==> src/rtl/simd_alu_pkg.sv <==
package simd_alu_pkg;

  typedef enum logic [1:0] {
    LANES_1X48 = 2'd0,
    LANES_2X24 = 2'd1,
    LANES_4X12 = 2'd2
  } lane_mode_e;

  typedef enum logic [2:0] {
    OP_ADD  = 3'b000,
    OP_SUB  = 3'b001,
    OP_ACC  = 3'b010,
    OP_AND  = 3'b011,
    OP_OR   = 3'b100,
    OP_XOR  = 3'b101,
    OP_XNOR = 3'b110,
    OP_ANDN = 3'b111
  } alu_op_e;

  function automatic int lane_count(lane_mode_e mode);
    case (mode)
      LANES_1X48: return 1;
      LANES_2X24: return 2;
      default:    return 4;
    endcase
  endfunction

  function automatic logic op_is_arith(alu_op_e o);
    return (o == OP_ADD) || (o == OP_SUB) || (o == OP_ACC);
  endfunction

endpackage

==> src/rtl/simd_lane_add.sv <==
module simd_lane_add #(
  parameter int W = 12
) (
  input  logic [W-1:0] a,
  input  logic [W-1:0] b,
  input  logic         cin,
  output logic [W-1:0] sum,
  output logic         cout
);
  logic [W:0] full;
  assign full = {1'b0, a} + {1'b0, b} + {{W{1'b0}}, cin};
  assign sum  = full[W-1:0];
  assign cout = full[W];
endmodule

==> src/rtl/simd_carry_split.sv <==
module simd_carry_split #(
  parameter int WIDTH = 48,
  parameter int LANES = 1
) (
  input  logic [WIDTH-1:0] a,
  input  logic [WIDTH-1:0] b,
  input  logic             cin_low,
  input  logic             cin_upper,
  output logic [WIDTH-1:0] sum,
  output logic [LANES-1:0] lane_cout
);
  localparam int LW = WIDTH / LANES;

  for (genvar g = 0; g < LANES; g++) begin : g_lane
    logic c_start;
    if (g == 0) begin : g_first
      assign c_start = cin_low;
    end else begin : g_rest
      assign c_start = cin_upper;
    end
    simd_lane_add #(.W(LW)) u_add (
      .a    (a[g*LW +: LW]),
      .b    (b[g*LW +: LW]),
      .cin  (c_start),
      .sum  (sum[g*LW +: LW]),
      .cout (lane_cout[g])
    );
  end
endmodule

==> src/rtl/simd_operand_sel.sv <==
module simd_operand_sel
  import simd_alu_pkg::*;
#(
  parameter int WIDTH = 48
) (
  input  alu_op_e          op,
  input  logic [WIDTH-1:0] z_in,
  input  logic [WIDTH-1:0] x_in,
  input  logic [WIDTH-1:0] acc,
  input  logic             carry_in,
  output logic [WIDTH-1:0] a_side,
  output logic [WIDTH-1:0] b_side,
  output logic             cin_low,
  output logic             cin_upper
);
  always_comb begin
    a_side    = z_in;
    b_side    = x_in;
    cin_low   = carry_in;
    cin_upper = 1'b0;
    case (op)
      OP_SUB: begin
        b_side    = ~x_in;
        cin_low   = ~carry_in;
        cin_upper = 1'b1;
      end
      OP_ACC: a_side = acc;
      default: ;
    endcase
  end
endmodule

==> src/rtl/simd_logic_unit.sv <==
module simd_logic_unit
  import simd_alu_pkg::*;
#(
  parameter int WIDTH = 48
) (
  input  alu_op_e          op,
  input  logic [WIDTH-1:0] z_in,
  input  logic [WIDTH-1:0] x_in,
  output logic [WIDTH-1:0] y
);
  always_comb begin
    case (op)
      OP_AND:  y = z_in & x_in;
      OP_OR:   y = z_in | x_in;
      OP_XOR:  y = z_in ^ x_in;
      OP_XNOR: y = ~(z_in ^ x_in);
      OP_ANDN: y = z_in & ~x_in;
      default: y = '0;
    endcase
  end
endmodule

==> src/rtl/simd_alu48.sv <==
module simd_alu48
  import simd_alu_pkg::*;
#(
  parameter int         WIDTH     = 48,
  parameter int         MAX_LANES = 4,
  parameter lane_mode_e LANE_MODE = LANES_1X48
) (
  input  logic                 clk,
  input  logic                 rst,
  input  logic                 ce,
  input  logic [2:0]           op,
  input  logic [WIDTH-1:0]     z_in,
  input  logic [WIDTH-1:0]     x_in,
  input  logic                 carry_in,
  output logic [WIDTH-1:0]     result,
  output logic [MAX_LANES-1:0] carry_out
);
  localparam int LANES = lane_count(LANE_MODE);

  alu_op_e              op_e;
  logic [WIDTH-1:0]     a_side, b_side, arith_sum, logic_y;
  logic                 cin_low, cin_upper, arith;
  logic [LANES-1:0]     lane_cout;
  logic [MAX_LANES-1:0] cout_ext;

  assign op_e  = alu_op_e'(op);
  assign arith = op_is_arith(op_e);

  simd_operand_sel #(.WIDTH(WIDTH)) u_sel (
    .op        (op_e),
    .z_in      (z_in),
    .x_in      (x_in),
    .acc       (result),
    .carry_in  (carry_in),
    .a_side    (a_side),
    .b_side    (b_side),
    .cin_low   (cin_low),
    .cin_upper (cin_upper)
  );

  simd_carry_split #(.WIDTH(WIDTH), .LANES(LANES)) u_split (
    .a         (a_side),
    .b         (b_side),
    .cin_low   (cin_low),
    .cin_upper (cin_upper),
    .sum       (arith_sum),
    .lane_cout (lane_cout)
  );

  simd_logic_unit #(.WIDTH(WIDTH)) u_logic (
    .op   (op_e),
    .z_in (z_in),
    .x_in (x_in),
    .y    (logic_y)
  );

  always_comb begin
    cout_ext = '0;
    cout_ext[LANES-1:0] = lane_cout;
  end

  always_ff @(posedge clk) begin
    if (rst) begin
      result    <= '0;
      carry_out <= '0;
    end else if (ce) begin
      result    <= arith ? arith_sum : logic_y;
      carry_out <= arith ? cout_ext : '0;
    end
  end
endmodule

==> config.mk <==
export PLATFORM = sky130hd
export DESIGN_NAME = simd_alu48
export DESIGN_NICKNAME = d
export VERILOG_FILES = /design/src/rtl/simd_alu_pkg.sv /design/src/rtl/simd_lane_add.sv /design/src/rtl/simd_carry_split.sv /design/src/rtl/simd_operand_sel.sv /design/src/rtl/simd_logic_unit.sv /design/src/rtl/simd_alu48.sv
export SDC_FILE = /design/constraint.sdc
export NUM_CORES = 1
export LEC_CHECK = 0
export BUFFER_PORTS_ARGS = -buffer_cell sky130_fd_sc_hd__clkbuf_2
export CORE_MARGIN = 4
export CORE_UTILIZATION = 45
export CTS_CLUSTER_DIAMETER = 60
export CTS_CLUSTER_SIZE = 24
export DETAILED_ROUTE_END_ITERATION = 8
export PLACE_DENSITY = 0.67
export SLEW_MARGIN = 10
export SYNTH_ARGS = -nofsm -noshare
export SYNTH_HDL_FRONTEND = slang
export SYNTH_SLANG_ARGS = --single-unit
==> constraint.sdc <==
create_clock -name clk -period 8.2 [get_ports clk]
set_clock_uncertainty 0.2 [all_clocks]
set_input_delay 1.23 -clock clk [delete_from_list [all_inputs] [get_ports clk]]
set_output_delay 1.23 -clock clk [all_outputs]
set_load 0.02 [all_outputs]
==> flow_summary.yaml, run 1 <==
status:
  outcome: "finished, final reports clean"
yosys:
  ys_seq_area_frac: 0.1170
  synth_edf_count: 0
  syn_area_um2: 8383
  syn_inst: 1228
  ys_seq_elements: 49
  synth_ff_type: "dfxtp_1"
  yosysWarnings: 0
  postSynth.asyncResetShare: 0
  post_synth_num_cell_types: 72
  syn_area_per_cell_um2: 6.827
timing:
  rsz0062_at_grt: "no"
  setup_violations: 0
  hold_viol: 0
  fin_ws_ps: 2384
  slew_violations: 0
  maxSlewHeadroom: 0.2303
  worstMarginPinSlew_ps: 1155
  fin_tns_setup_ps: 0
  min_period_over_period: 0.7092
  fin_crit_ps: 5816
  clock.fmax_ghz: 0.1720
cts:
  postCtsResizedCells: 0
  clockRootBuffer: "clkbuf_16"
  cts_tree: "built"
  cts_max_path_buffers: 2
  post_cts_buffers: 0
  clkTransAtPathRegs_ps: 80
  cts_buffers: 5
  clock_latency_ps: 320
  htreeDepth: 2
  hold_buffers: 0
  cts_sinks: 49
detailed_routing:
  wl_per_cell_um: 17.97
  wl_mm: 27.79
  dr.first_iter.drc_count: 834
  ant_nets: 0
  vias: 9215
  viasPerCell: 5.957
  firstDrtPassIters: 6
  drc: 0
min_path:
  hold_start: "result[22]$_SDFFE_PP0P_"
  hold_end: "result[22]$_SDFFE_PP0P_"
  min_path_cells: 2
  worstHoldPathType: "reg -> reg"
power:
  p_leak_nw: 4.238
  vdd_drop_max_mv: 0.07912
  p_per_area_nw_per_um2: 134.4
global_route:
  antenna_found_initial: 0
  grt_usage: 0.2609
  grt-ovfl-total: 0
  grt_start_max_net_pins: 63
  grt_first_pass_wirelength_mm: 43.61
  grt_pass1_vias: 8368
worst_setup_path:
  path_max_fanout: 58
  end_kind: "flip-flop"
  path_class: "in -> reg"
  startpoint_type: "input port"
  crit_start: "op[0]"
  cp.arrival_ps: 5840
  r2r-end: "result[46]$_SDFFE_PP0P_"
  ff2ff_path_depth: 12
  ff2ff_setup_slack_ps: 4320
  r2r-start: "result[0]$_SDFFE_PP0P_"
  critical_path_required_ps: 8220
finish:
  layout-drive-gt1-share: 0.1472
  nNetsFinal: 1518
  fillerInstances: 1840
  n_antenna_cell: 0
  syn_to_final_growth_pct: 11.60
  final_cells: 1547
place:
  hpwl_mm: 20.32
  pre_cts_slack_ps: 2063
  dp.cells: 1540
  globalplace.congestion: 0.9929
  io_buffers: 151
floorplan:
  die_w_um: 144.5
  coreArea_um2: 18150
  die_y_um: 144.5
  die-area_um2: 20880
  ioPinCount: 155
  rows: 49
  initial_core_util: 0.4619
flow_run:
  drv_cap: 0
[worst max-delay path by stage]
stage,end,slack [ps],cells past startpoint
after detailed placement,result[46]$_SDFFE_PP0P_,2060,15
final,result[46]$_SDFFE_PP0P_,2380,15
after global placement,result[46]$_SDFFE_PP0P_,2180,15
after floorplan,result[36]$_SDFFE_PP0P_,2920,16
after CTS,result[46]$_SDFFE_PP0P_,2410,15
after global routing,result[36]$_SDFFE_PP0P_,2070,15
[sequential cells by signal, indices dropped and copies added, names as in the netlist]
signal / flops
carry_out: 1
result: 48
[cells by family (layout without fill, tap and decap cells)]
family / after synthesis / in the layout / synth area share
compound gates: 382 / 382 / 0.3036
mux: 9 / 9 / 0.01075
flops: 49 / 49 / 0.1170
xor+xnor: 127 / 127 / 0.1327
other cells: 1 / 3 / 0.0004473
simple gates: 373 / 373 / 0.2006
buf+inv: 190 / 278 / 0.08836
fa+ha+maj: 97 / 97 / 0.1466
[metrics by stage]
stage	hold slack (ps)	cell area [µm²]	total power [W]	util
after floorplan	359.0	8391	0.0008219	-
after global placement	278.0	9213	0.001006	0.5077
after detailed placement	285.3	9213	0.001013	0.5077
after CTS	297.1	9355	0.001251	0.5155
after global routing	314.5	9355	0.001348	0.5155
final	296.8	9355	0.001258	0.5155
[area by class of cell]
type	count	area, µm²	share of cell area
clock buffer	7	142.6	0.01525
tap	229	286.5	0.03063
sequential	49	980.9	0.1049
inverter	106	397.9	0.04253
timing repair buffer	165	863.3	0.09228
multi-input combinational	991	6684	0.7145
[cell usage after synthesis (all sizes together) (9+ instances only)]
cell | n | area (µm²)
a32o | 14 | 140.1
a21oi | 86 | 437.9
nand4 | 15 | 93.84
a21o | 13 | 97.59
a31oi | 10 | 62.56
nor2 | 95 | 356.6
nor3 | 43 | 220.2
inv | 106 | 397.9
clkbuf | 62 | 232.7
a221oi | 12 | 122.6
ha | 95 | 1189
xor2 | 60 | 525.5
o211ai | 10 | 75.07
xnor2 | 67 | 586.8
dfxtp | 49 | 980.9
buf | 22 | 110.1
o21ai | 131 | 659.4
o2111ai | 22 | 192.7
nand3 | 47 | 235.2
a211oi | 12 | 95.09
nand2b | 13 | 81.33
mux2i | 9 | 90.09
nand2 | 129 | 484.2
o221ai | 14 | 122.6
[worst max-delay path: stages]
cell and delay (ps):
clkbuf_2 450, nor3b_2 360, buf_4 510, a21oi_1 180, fa_1 460, fa_1 480
and2b_1 240, o211ai_1 130, a21o_1 250, o21ai_2 190, a221oi_4 120, o41ai_2 640
a21oi_1 160, a31o_1 210, a31o_1 210
[report_power, final]
group | internal (W) | switching (W)
Combinational | 0.000281 | 0.000449
Clock | 0.000121 | 0.000118
Sequential | 0.000265 | 0.0000243
[layer usage]
layer	up-vias	routed length [µm]	global-route usage
met2	350	12510	0.4279
met1	4268	12790	0.3639
met3	26	2099	0.03505
li1	4571	-	-
met5	-	0	0
met4	0	388	0.06087
[cells in the final DEF (no fill, tap or decap), drive strengths merged, types with 4 or more instances in the layout]
| master | netlist | final |
|---|---|---|
| clkbuf | 62 | 156 |
| o21ai | 131 | 131 |
| nand2 | 129 | 129 |
| inv | 106 | 106 |
| ha | 95 | 95 |
| nor2 | 95 | 95 |
| a21oi | 86 | 86 |
| xnor2 | 67 | 67 |
| xor2 | 60 | 60 |
| dfxtp | 49 | 49 |
| nand3 | 47 | 47 |
| nor3 | 43 | 43 |
| o2111ai | 22 | 22 |
| buf | 22 | 16 |
| nand4 | 15 | 15 |
| a32o | 14 | 14 |
| o221ai | 14 | 14 |
| a21o | 13 | 13 |
| nand2b | 13 | 13 |
| a211oi | 12 | 12 |
| a221oi | 12 | 12 |
| o211ai | 10 | 10 |
| a31oi | 10 | 10 |
| mux2i | 9 | 9 |
| o21a | 8 | 8 |
| a211o | 6 | 6 |
| or3 | 6 | 6 |
| nor2b | 5 | 5 |
| o31ai | 5 | 5 |
| and2 | 5 | 5 |
| nor4 | 4 | 4 |
| o41ai | 4 | 4 |
| o311ai | 4 | 4 |
Power figures use the tool's default switching activity.
==> run 2: changes to the inputs <==
--- a/config.mk
+++ b/config.mk
@@ -11,7 +11,7 @@
 export CTS_CLUSTER_DIAMETER = 60
 export CTS_CLUSTER_SIZE = 24
 export DETAILED_ROUTE_END_ITERATION = 8
-export PLACE_DENSITY = 0.67
+export PLACE_DENSITY = 0.69
 export SLEW_MARGIN = 10
 export SYNTH_ARGS = -nofsm -noshare
 export SYNTH_HDL_FRONTEND = slang
==> constraint.sdc (replaced) <==
create_clock -name clk -period 5.2 [get_ports clk]
set_clock_uncertainty 0.2 [all_clocks]
set_input_delay 0.78 -clock clk [delete_from_list [all_inputs] [get_ports clk]]
set_output_delay 0.78 -clock clk [all_outputs]
set_load 0.02 [all_outputs]
==> flow_summary.yaml, run 2 (synthesis gave the netlist of run 1 again) <==
power:
  switching_share: 0.4634
  sequentialPowerShare: 0.226
  p_per_area_nw_per_um2: 212.3
  p_leak_nw: 4.304
  vdd_drop_max_mv: 0.1253
  p_int_w: 0.001079
  clkPwrFrac: 0.192
  switching_power_w: 0.0009318
  p_comb_frac: 0.582
global_route:
  grt-ovfl-total: 0
  grt_pass1_vias: 8771
  grt_first_pass_wirelength_mm: 44.15
  antenna_found_initial: 0
  grt_start_max_net_pins: 53
  grt_usage: 0.2587
timing:
  setup_violations: 0
  fin_crit_ps: 4650
  maxSlewHeadroom: 0.2207
  hold-worst-slack_ps: 294.2
  slew_violations: 0
  min_period_over_period: 0.8943
  fin_ws_ps: 549.7
  worstMarginPinSlew_ps: 1169
  rsz0062_at_grt: "no"
  hold_viol: 0
  clock.fmax_ghz: 0.2150
  fin_tns_setup_ps: 0
detailed_routing:
  firstDrtPassIters: 7
  vias: 9237
  wl_mm: 27.65
  dr.first_iter.drc_count: 784
  viasPerCell: 5.929
  drc: 0
  wl_per_cell_um: 17.75
  ant_nets: 0
worst_setup_path:
  startpoint_type: "input port"
  r2r-end: "result[46]$_SDFFE_PP0P_"
  ff2ff_setup_slack_ps: 1410
  path_max_fanout: 15
  cp.arrival_ps: 4660
  r2r-start: "result[0]$_SDFFE_PP0P_"
  ff2ff_path_depth: 12
  critical_path_required_ps: 5210
  crit_start: "op[1]"
  path_class: "in -> reg"
  end_kind: "flip-flop"
cts:
  htreeDepth: 2
  hold_buffers: 0
  clkTransAtPathRegs_ps: 80
  clock_latency_ps: 310
  cts_max_path_buffers: 2
  post_cts_buffers: 0
  cts_tree: "built"
  postCtsResizedCells: 0
  cts_sinks: 49
  clockRootBuffer: "clkbuf_16"
  cts_buffers: 5
min_path:
  hold_start: "result[15]$_SDFFE_PP0P_"
  worstHoldPathType: "reg -> reg"
  hold_end: "result[15]$_SDFFE_PP0P_"
  min_path_cells: 2
finish:
  largest_reg_flops: 48
  regMostFlops: "result"
  most-common-layout-cells: "clkbuf_2, nand2_1, o21ai_0"
  syn_to_final_growth_pct: 12.97
  reg.largest.list: "result (48), carry_out (1)"
  final_cells: 1558
  layout-drive-gt1-share: 0.1550
  nNetsFinal: 1528
  final_common_cell: "clkbuf_2"
  n_antenna_cell: 0
flow_run:
  drv_cap: 0
place:
  dp.cells: 1550
  pre_cts_slack_ps: 243.5
  globalplace.congestion: 0.9874
  hpwl_mm: 20.43
  io_buffers: 151
floorplan:
  die-area_um2: 20880
  rows: 49
  die_y_um: 144.5
  ioPinCount: 155
  die_w_um: 144.5
  coreArea_um2: 18150
  initial_core_util: 0.4619
status:
  outcome: "finished, final reports clean"
## run 2: stage by stage
step | utilization | total power [W] | area [µm²]
5_1_grt | 0.5219 | 0.002156 | 9470
2_1_floorplan | - | 0.001296 | 8391
3_5_place_dp | 0.5132 | 0.001615 | 9313
6_report | 0.5219 | 0.002011 | 9470
4_1_cts | 0.5219 | 0.002002 | 9470
3_3_place_gp | 0.5132 | 0.001605 | 9313
## run 2: how the worst max path moves through the flow
stage                                         end  slack (ps)  cells past startpoint
after floorplan           result[36]$_SDFFE_PP0P_         370                     16
after global placement    result[46]$_SDFFE_PP0P_         320                     14
after detailed placement  result[46]$_SDFFE_PP0P_         240                     15
after CTS                 result[46]$_SDFFE_PP0P_         560                     14
after global routing      result[46]$_SDFFE_PP0P_         300                     15
final                     result[46]$_SDFFE_PP0P_         550                     14
## run 2: cell type report
cell class | count | area, µm²
clock buffers | 7 | 152.6
clock inverters | 1 | 5.005
fillers | 1835 | 8677
inverters | 106 | 397.9
multi-input cells | 991 | 6684
flip-flops and latches | 49 | 980.9
well taps | 229 | 286.5
repair buffers | 175 | 963.4
## run 2: power groups by stage
| stage | Clock, W | Sequential (W) | Combinational [W] |
|---|---|---|---|
| after global routing | 0.000400 | 0.000461 | 0.00130 |
| final | 0.000385 | 0.000455 | 0.00117 |
| after global placement | 0 | 0.000464 | 0.00114 |
| after floorplan | 0 | 0.000504 | 0.000792 |
| after CTS | 0.000388 | 0.000455 | 0.00116 |
| after detailed placement | 0 | 0.000463 | 0.00115 |
## run 2: per-layer routing
| metal | track usage | vias up | wire length (µm) |
|---|---|---|---|
| li1 | - | 4586 | - |
| met1 | 0.3627 | 4282 | 12780 |
| met2 | 0.4158 | 332 | 12370 |
| met3 | 0.03968 | 37 | 2050 |
| met4 | 0.06529 | 0 | 457 |
| met5 | 0 | - | 0 |
## run 2: critical path: stages
cell and delay [ps]:
clkbuf_2 270, nor3b_2 420, a21oi_1 160, fa_1 460, fa_1 470, and2b_1 240
o211ai_1 140, a21o_1 240, o21ai_2 190, a221oi_4 110, o41ai_2 620, a21oi_1 140
a31o_1 210, a31o_1 210
==> run 3: changes to the inputs <==
--- a/config.mk
+++ b/config.mk
@@ -12,6 +12,7 @@
 export CTS_CLUSTER_SIZE = 24
 export DETAILED_ROUTE_END_ITERATION = 8
 export PLACE_DENSITY = 0.69
+export RECOVER_POWER = 25
 export SLEW_MARGIN = 10
 export SYNTH_ARGS = -nofsm -noshare
 export SYNTH_HDL_FRONTEND = slang
==> flow_summary.yaml, run 3 (synthesis gave the netlist of run 1 again) <==
power:
  p_leak_nw: 4.227
  p_per_area_nw_per_um2: 212.6
  clkPwrFrac: 0.193
  sequentialPowerShare: 0.227
  switching_share: 0.4647
  p_int_w: 0.001074
  vdd_drop_max_mv: 0.1252
  switching_power_w: 0.0009327
  p_comb_frac: 0.581
detailed_routing:
  ant_nets: 0
  viasPerCell: 5.924
  drc: 0
  wl_mm: 27.64
  vias: 9229
  dr.first_iter.drc_count: 769
  wl_per_cell_um: 17.74
  firstDrtPassIters: 6
timing:
  clock.fmax_ghz: 0.2151
  maxSlewHeadroom: 0.2177
  rsz0062_at_grt: "no"
  hold-worst-slack_ps: 294.8
  setup_violations: 0
  hold_viol: 0
  fin_tns_setup_ps: 0
  min_period_over_period: 0.8942
  slew_violations: 0
  worstMarginPinSlew_ps: 1173
  fin_crit_ps: 4650
finish:
  reg.largest.list: "result (48), carry_out (1)"
  regMostFlops: "result"
  final_common_cell: "nand2_1"
  nNetsFinal: 1528
  layout-drive-gt1-share: 0.1369
  n_antenna_cell: 0
  fillerInstances: 1849
  largest_reg_flops: 48
  syn_to_final_growth_pct: 12.61
  most-common-layout-cells: "nand2_1, o21ai_0, clkbuf_2"
worst_setup_path:
  cp_num_cells: 14
  startpoint_type: "input port"
  end_kind: "flip-flop"
  path_max_fanout: 15
  cp_top_family: "compound AO/OA/AOI/OAI gates"
  ff2ff_setup_slack_ps: 1400
  crit_buf_inv: 1
  crit_path_cell_trace: "clkbuf_2 > nor3b_2 > a21oi_1 > fa_1 > fa_1 > and2b_1 > o211ai_1 > a21o_1 > o21ai_2 > a221oi_4 > o41ai_2 > a21oi_1 > a31o_1 > a31o_1"
  r2r-start: "result[0]$_SDFFE_PP0P_"
  crit_slowest_cell: "o41ai_2"
  path_class: "in -> reg"
  crit_end: "result[46]$_SDFFE_PP0P_"
  r2r-end: "result[46]$_SDFFE_PP0P_"
  ff2ff_path_depth: 12
  cpPeakStageDelay_ps: 620
  cp.arrival_ps: 4660
  crit_start: "op[1]"
  critical_path_required_ps: 5210
global_route:
  grt_usage: 0.2587
  grt-ovfl-total: 0
  antenna_found_initial: 0
  grt_pass1_vias: 8771
  grt_start_max_net_pins: 53
  grt_first_pass_wirelength_mm: 44.15
floorplan:
  coreArea_um2: 18150
  rows: 49
  ioPinCount: 155
  initial_core_util: 0.4619
  die-area_um2: 20880
  die_w_um: 144.5
  die_y_um: 144.5
cts:
  hold_buffers: 0
  postCtsResizedCells: 0
  clock_latency_ps: 310
  cts_buffers: 5
  htreeDepth: 2
  cts_tree: "built"
  cts_max_path_buffers: 2
  clkTransAtPathRegs_ps: 80
  post_cts_buffers: 0
  cts_sinks: 49
  clockRootBuffer: "clkbuf_16"
flow_run:
  drv_cap: 0
place:
  globalplace.congestion: 0.9874
  hpwl_mm: 20.43
  io_buffers: 151
status:
  outcome: "finished, final reports clean"
min_path:
  worstHoldPathType: "reg -> reg"
[run 3: cell counts in the layout (fill, tap and decap cells not counted)]
Identical to the previous run, type by type.
[run 3: area by class of cell]
class                   instances  area (µm²)  share of cell area
repair buffers                175       933.4             0.09887
clock buffers                   7       152.6             0.01617
well taps                     229       286.5             0.03035
multi-input cells             991        6684              0.7080
flip-flops and latches         49       980.9              0.1039
inverters                     106       397.9             0.04215
clock inverters                 1       5.005           0.0005302
[run 3: power groups by stage]
stage,Combinational (W),Sequential [W],Clock (W)
after floorplan,0.000792,0.000504,0
after global placement,0.00114,0.000464,0
after detailed placement,0.00115,0.000463,0
after CTS,0.00116,0.000455,0.000388
after global routing,0.00129,0.000460,0.000400
final,0.00117,0.000455,0.000386
[run 3: routing by layer]
metal,up-vias,track usage,wire length (µm)
li1,4584,-,-
met2,374,0.4158,12480
met5,-,0,0
met3,32,0.03968,2107
met1,4239,0.3627,12650
met4,0,0.06529,401
[run 3: worst min path at each step]
stage | start | to | slack, ps | cells after the start
2_1_floorplan | result[11]$_SDFFE_PP0P_ | result[11]$_SDFFE_PP0P_ | 360 | 2
3_3_place_gp | result[14]$_SDFFE_PP0P_ | result[14]$_SDFFE_PP0P_ | 280 | 2
3_5_place_dp | result[13]$_SDFFE_PP0P_ | result[13]$_SDFFE_PP0P_ | 280 | 2
4_1_cts | result[13]$_SDFFE_PP0P_ | result[13]$_SDFFE_PP0P_ | 300 | 2
5_1_grt | result[13]$_SDFFE_PP0P_ | result[13]$_SDFFE_PP0P_ | 320 | 2
6_report | result[15]$_SDFFE_PP0P_ | result[15]$_SDFFE_PP0P_ | 290 | 2
[run 3: worst min-delay path: cells and delay by family (launching register included)]
family | cells | cell delay [ps]
DFF | 1 | 320
and+or+nand+nor | 2 | 130
[run 3: stage by stage]
step           power, W    util  cell area [µm²]  setup slack [ps]  instances
3_3_place_gp   0.001605  0.5132             9313             323.9       1550
3_5_place_dp   0.001615  0.5132             9313             243.5       1550
6_report       0.002007  0.5202             9440             550.4       1558
2_1_floorplan  0.001296       -             8391             374.9       1230
5_1_grt        0.002152  0.5202             9440             295.4       1558
4_1_cts        0.002002  0.5219             9470             558.8       1558
